--- config.mk ---
export PLATFORM = sky130hd
export DESIGN_NAME = txe_irq_gen
export DESIGN_NICKNAME = d
export VERILOG_FILES = /design/src/rtl/txe_pkg.sv /design/src/rtl/txe_fill_track.sv /design/src/rtl/txe_delay_timer.sv /design/src/rtl/txe_pend_latch.sv /design/src/rtl/txe_irq_gen.sv
export SDC_FILE = /design/constraint.sdc
export NUM_CORES = 1
export LEC_CHECK = 0
export BUFFER_PORTS_ARGS = -buffer_cell sky130_fd_sc_hd__buf_2
export CAP_MARGIN = 20
export CORE_MARGIN = 4
export CORE_UTILIZATION = 45
export DETAILED_ROUTE_END_ITERATION = 7
export HOLD_SLACK_MARGIN = 0.02
export PLACE_DENSITY = 0.69
export REMOVE_ABC_BUFFERS = 1
export SYNTH_ARGS = -nofsm -noshare
export SYNTH_HDL_FRONTEND = slang
export SYNTH_SLANG_ARGS = --single-unit
--- constraint.sdc ---
create_clock -name clk -period 2.9 [get_ports clk]
set_input_delay 0.29 -clock clk [delete_from_list [all_inputs] [get_ports clk]]
set_output_delay 0.29 -clock clk [all_outputs]
set_load 0.05 [all_outputs]
--- src/rtl/txe_pkg.sv ---
package txe_pkg;
    localparam int IIR_W = 4;
    typedef logic [IIR_W-1:0] iir_code_t;

    localparam iir_code_t IIR_NONE     = 4'h1;
    localparam iir_code_t IIR_TX_EMPTY = 4'h2;

    typedef struct packed {
        logic empty;
        logic fifo_en;
        logic enabled;
    } txe_core_t;
endpackage

--- src/rtl/txe_fill_track.sv ---
module txe_fill_track #(
    parameter int CNT_W = 5
) (
    input  logic             clk,
    input  logic             rst_n,
    input  logic [CNT_W-1:0] occ,
    input  logic             empty_set,
    output logic             empty_evt,
    output logic             multi
);
    typedef struct packed {
        logic prev_nz;
        logic multi;
    } fill_st_t;

    fill_st_t st_d, st_q;

    always_comb begin
        st_d         = st_q;
        st_d.prev_nz = (occ != '0);
        if (empty_set) begin
            st_d.multi = 1'b0;
        end else if (occ >= CNT_W'(2)) begin
            st_d.multi = 1'b1;
        end
    end

    assign empty_evt = st_q.prev_nz && (occ == '0);
    assign multi     = st_q.multi;

    always_ff @(posedge clk or negedge rst_n) begin
        if (!rst_n) begin
            st_q <= '0;
        end else begin
            st_q <= st_d;
        end
    end
endmodule

--- src/rtl/txe_delay_timer.sv ---
module txe_delay_timer #(
    parameter int FB_W = 4
) (
    input  logic            clk,
    input  logic            rst_n,
    input  logic            start,
    input  logic            abort,
    input  logic            tick,
    input  logic            stop_mark,
    input  logic [FB_W-1:0] frame_bits,
    output logic            expire
);
    localparam int TW = FB_W + 1;

    typedef struct packed {
        logic          busy;
        logic [TW-1:0] cnt;
    } tmr_st_t;

    tmr_st_t       st_d, st_q;
    logic [TW-1:0] target;
    logic [TW-1:0] cnt_inc;

    always_comb begin
        target  = (frame_bits > FB_W'(1)) ? ({1'b0, frame_bits} - TW'(1)) : TW'(1);
        cnt_inc = st_q.cnt + TW'(1);
        expire  = st_q.busy && !abort &&
                  (stop_mark || (tick && (cnt_inc >= target)));

        st_d = st_q;
        if (start) begin
            st_d.busy = 1'b1;
            st_d.cnt  = '0;
        end else if (abort || expire) begin
            st_d.busy = 1'b0;
            st_d.cnt  = '0;
        end else if (st_q.busy && tick) begin
            st_d.cnt = cnt_inc;
        end
    end

    always_ff @(posedge clk or negedge rst_n) begin
        if (!rst_n) begin
            st_q <= '0;
        end else begin
            st_q <= st_d;
        end
    end
endmodule

--- src/rtl/txe_pend_latch.sv ---
module txe_pend_latch (
    input  logic clk,
    input  logic rst_n,
    input  logic enabled,
    input  logic set_req,
    input  logic clr_req,
    output logic pend
);
    logic pend_d, pend_q;

    always_comb begin
        if (!enabled) begin
            pend_d = 1'b0;
        end else if (set_req) begin
            pend_d = 1'b1;
        end else if (clr_req) begin
            pend_d = 1'b0;
        end else begin
            pend_d = pend_q;
        end
    end

    assign pend = pend_q;

    always_ff @(posedge clk or negedge rst_n) begin
        if (!rst_n) begin
            pend_q <= 1'b0;
        end else begin
            pend_q <= pend_d;
        end
    end
endmodule

--- src/rtl/txe_irq_gen.sv ---
module txe_irq_gen
    import txe_pkg::*;
#(
    parameter  int DEPTH = 16,
    parameter  int FB_W  = 4,
    localparam int CNT_W = $clog2(DEPTH + 1)
) (
    input  logic             clk,
    input  logic             rst_n,
    input  logic             fifo_en,
    input  logic             tx_ie,
    input  logic [CNT_W-1:0] tx_occ,
    input  logic             thr_wr,
    input  logic             iir_rd,
    input  logic             stop_mark,
    input  logic             bit_tick,
    input  logic [FB_W-1:0]  frame_bits,
    output logic             thr_empty,
    output logic             irq,
    output logic [3:0]       iir_code
);
    txe_core_t core_d, core_q;

    logic occ_zero;
    logic mode_chg;
    logic empty_evt;
    logic multi_w;
    logic expire;
    logic set_now;
    logic tmr_start;
    logic tmr_abort;
    logic set_req;
    logic clr_req;
    logic pend;

    assign occ_zero  = (tx_occ == '0);
    assign mode_chg  = (fifo_en != core_q.fifo_en);
    assign set_now   = occ_zero && ((empty_evt && multi_w) || mode_chg || expire);
    assign tmr_start = empty_evt && !multi_w && !mode_chg;
    assign tmr_abort = !occ_zero || mode_chg;

    txe_fill_track #(.CNT_W(CNT_W)) fill_i (
        .clk       (clk),
        .rst_n     (rst_n),
        .occ       (tx_occ),
        .empty_set (set_now),
        .empty_evt (empty_evt),
        .multi     (multi_w)
    );

    txe_delay_timer #(.FB_W(FB_W)) tmr_i (
        .clk        (clk),
        .rst_n      (rst_n),
        .start      (tmr_start),
        .abort      (tmr_abort),
        .tick       (bit_tick),
        .stop_mark  (stop_mark),
        .frame_bits (frame_bits),
        .expire     (expire)
    );

    always_comb begin
        core_d         = core_q;
        core_d.fifo_en = fifo_en;
        core_d.enabled = fifo_en && tx_ie;
        if (!occ_zero) begin
            core_d.empty = 1'b0;
        end else if (set_now) begin
            core_d.empty = 1'b1;
        end

        set_req = (core_d.empty && !core_q.empty) ||
                  (mode_chg && core_d.empty) ||
                  (core_d.enabled && !core_q.enabled && core_q.empty && occ_zero);
        clr_req = thr_wr || iir_rd;
    end

    txe_pend_latch pend_i (
        .clk     (clk),
        .rst_n   (rst_n),
        .enabled (core_d.enabled),
        .set_req (set_req),
        .clr_req (clr_req),
        .pend    (pend)
    );

    assign thr_empty = core_q.empty;
    assign irq       = pend;
    assign iir_code  = pend ? IIR_TX_EMPTY : IIR_NONE;

    always_ff @(posedge clk or negedge rst_n) begin
        if (!rst_n) begin
            core_q.empty   <= 1'b1;
            core_q.fifo_en <= 1'b0;
            core_q.enabled <= 1'b0;
        end else begin
            core_q <= core_d;
        end
    end
endmodule

==> impl_metrics.py <==
metrics = {
    "status": {
        "status": "finished, final reports clean",
    },
    "timing": {
        "rsz0062_at_grt": "false",
        "min_period_ns": 2.28,
        "fmax_mhz": 439,
        "fin_worst_skew_ns": 0.00287,
        "hold_viol": 0,
        "hold-worst-slack_ns": 0.169,
        "slew_violations": 0,
        "setup_ws_ns": 0.625,
        "fin_setup_tns_ns": 0,
        "fin_crit_sh": 0.785,
        "setup_viol": 0,
    },
    "setup_path": {
        "reg2reg_slack_ns": 0.62,
        "critical_path_required_ns": 3.05,
        "rr_startpoint": "tmr_i.st_q[0]$_DFFE_PN0P_",
        "startpoint_type": "flop",
        "end_kind": "flop",
        "cp_max_fo": 5,
        "critical_path_class": "flop to flop",
        "r2r_cells": 7,
        "cp.arrival_ns": 2.42,
        "r2r-end": "tmr_i.st_q[2]$_DFFE_PN0P_",
    },
    "synthesis": {
        "synth_edf_count": 0,
        "netlist.area_leader.share": 0.302,
        "synth.distinct_cells": 32,
        "async_flop_share": 1.00,
        "yosysSeqAreaShare": 0.331,
        "muxShareOfSynthArea": 0.0110,
        "synthFlopType": "dfrtp_1",
        "yosys.area_share.simple": 0.165,
        "synth_compound_area_frac": 0.235,
        "ys_seq_elements": 12,
        "synthCells": 95,
        "netlist_area_um2": 911,
        "synthXorXnorAreaFrac": 0.0769,
        "syn_area_per_cell_um2": 9.59,
        "synth.area.top_cells": "dfrtp_1 30%, ha_1 11%, a2111oi_2 8.2%, xnor2_1 5.8%, nand2_1 4.1%",
        "synth_adder_area_share": 0.110,
        "yosysWarnings": 0,
        "synth_top_family_by_area": "compound AO/OA/AOI/OAI gates",
        "synth_top_cell_by_area": "dfrtp_1",
    },
    "finish": {
        "area_growth_pct": 16.1,
        "final_core_utilization": 0.544,
        "drive_above_1_share": 0.299,
        "layout.nets": 143,
        "diodes": 0,
    },
    "floorplanning": {
        "initial_core_util": 0.469,
        "fp.dieH_um": 53.0,
        "rows": 16,
        "boundaryPins": 23,
        "chipWidth_um": 53.0,
        "core_region_area_um2": 1940,
        "dieArea_um2": 2810,
    },
    "place": {
        "hpwl_um": 1370,
        "place_congestion": 0.797,
        "dp_slack_ns": 0.499,
        "numPortBuffers": 20,
    },
    "worst_hold_path": {
        "hold-path-endpoint": "core_q[1]$_DFF_PN0_",
        "hp-class": "input port to flop",
        "whs_path_depth": 1,
        "min_from": "fifo_en",
    },
    "global_route": {
        "grt_pass1_vias": 660,
        "antenna_found_initial": 0,
        "track_usage": 0.134,
        "grt_max_degree": 13,
        "grt_pass1_wl_um": 2750,
        "grt-ovfl-total": 0,
    },
    "cts": {
        "post_cts_buffers": 0,
        "numCtsBuffers": 3,
        "insertion_delay_ns": 0.26,
        "cts_hold_buf": 1,
        "cts_resized": 0,
        "tritoncts": "built",
        "clock_path_buffers": 2,
        "cts_htree_levels": 1,
        "cts_sinks": 12,
        "clockRootBuffer": "clkbuf_4",
        "cts.clk_slew.worst_paths_ns": 0.07,
    },
    "drt": {
        "top_layer": "met4",
        "m1WireLength_um": 693,
        "drtAntennaViolNets": 0,
        "num_vias": 744,
        "drc": 0,
        "wl_per_cell_um": 11.3,
        "viasPerCell": 5.17,
        "drt_iter0_markers": 3,
        "met3_length_um": 67,
        "wl_met2_um": 858,
        "drt_first_pass_iters": 4,
        "wl_um": 1630,
    },
    "power": {
        "power.density_nw_per_um2": 317,
        "p_leak_nw": 0.498,
        "ir_drop_uv": 238,
    },
    "flow_run": {
        "cap_violations": 0,
    },
}
critical path, stage by stage, from the launching register on:
cell	delay, ns
dfrtp_1	0.41
ha_1	0.23
nand3_1	0.13
xnor2_1	0.16
ha_1	0.30
a21oi_1	0.23
a21bo_2	0.31
a2111oi_2	0.38
worst max-delay path by stage:
| stage | from | to | slack (ns) | cells after the start |
|---|---|---|---|---|
| 2_1_floorplan | frame_bits[1] | tmr_i.st_q[0]$_DFFE_PN0P_ | 0.80 | 10 |
| 3_3_place_gp | frame_bits[1] | fill_i.multi$_DFFE_PN0P_ | 0.58 | 11 |
| 3_5_place_dp | frame_bits[1] | tmr_i.st_q[2]$_DFFE_PN0P_ | 0.50 | 11 |
| 4_1_cts | tmr_i.st_q[0]$_DFFE_PN0P_ | tmr_i.st_q[2]$_DFFE_PN0P_ | 0.59 | 7 |
| 5_1_grt | tmr_i.st_q[0]$_DFFE_PN0P_ | tmr_i.st_q[2]$_DFFE_PN0P_ | 0.43 | 7 |
| 6_report | tmr_i.st_q[0]$_DFFE_PN0P_ | tmr_i.st_q[2]$_DFFE_PN0P_ | 0.62 | 7 |
layout make-up:
type / count / area (µm²)
timing repair buffer: 21 / 110
clock buffer: 4 / 26.3
tap: 27 / 33.8
inverter: 9 / 33.8
sequential: 12 / 302
fill: 188 / 885
multi-input combinational: 71 / 552
sequential cells by signal, indices dropped and copies added, names as in the netlist:
name          flops
tmr_i.st_q        6
core_q            2
fill_i.multi      1
fill_i.st_q       1
pend_i.pend       1
thr_empty         1
report_power, final:
part	switching, mW	internal, mW	leakage [nW]
clock network	0.0494	0.0531	0.0150
logic	0.0401	0.0215	0.332
registers	0.00153	0.170	0.151
total	0.0910	0.244	0.498
layer usage:
layer / global-route usage / up-vias
li1: - / 382
met1: 0.164 / 346
met2: 0.236 / 14
met3: 0.00845 / 2
met4: 0.0638 / 0
met5: 0 / -
cell usage after synthesis, drive strengths merged, types with 2 or more instances:
master	number
a2111oi	5
dfrtp	11
nor2	4
nand3	3
xor2	2
nor2b	3
buf	4
a31oi	3
a21oi	7
inv	9
xnor2	6
ha	8
nand2	11
o31ai	2
and2	2
o21ai	3
per-stage QoR:
| step | power, mW | area (µm²) | cells |
|---|---|---|---|
| 3_3_place_gp | 0.233 | 1020 | 139 |
| 2_1_floorplan | 0.211 | 887 | 92 |
| 6_report | 0.335 | 1060 | 144 |
| 4_1_cts | 0.342 | 1060 | 144 |
| 3_5_place_dp | 0.236 | 1020 | 139 |
| 5_1_grt | 0.358 | 1060 | 144 |
cells by family after synthesis:
kind of cell    Yosys count
compound gates           26
xor+xnor                  8
fa+ha+maj                 8
buf+inv                  13
flops                    12
mux                       1
other cells               1
simple gates             26
placed cells by master (no fill, tap or decap):
cell           count
a21oi_1            7
mux2i_1            1
clkbuf_4           3
dfrtp_1           11
nor2b_1            3
o211ai_1           1
nand2_4            1
a31oi_1            3
nand2_1           10
a221o_2            1
dfstp_2            1
conb_1             2
nand3_1            3
dlygate4sd3_1      1
nor2_8             1
buf_2             20
or4_4              1
o31ai_1            2
ha_1               8
and2_1             2
nand2b_1           1
xnor2_1            6
a31o_2             1
xor2_1             2
o21ai_0            2
a2111oi_2          5
a21bo_2            1
inv_1              9
nor4_1             1
clkbuf_1           1
o21ai_1            1
a21o_1             1
o211a_1            1
nor2_1             3
No activity file was read; power rests on OpenSTA's default activity.
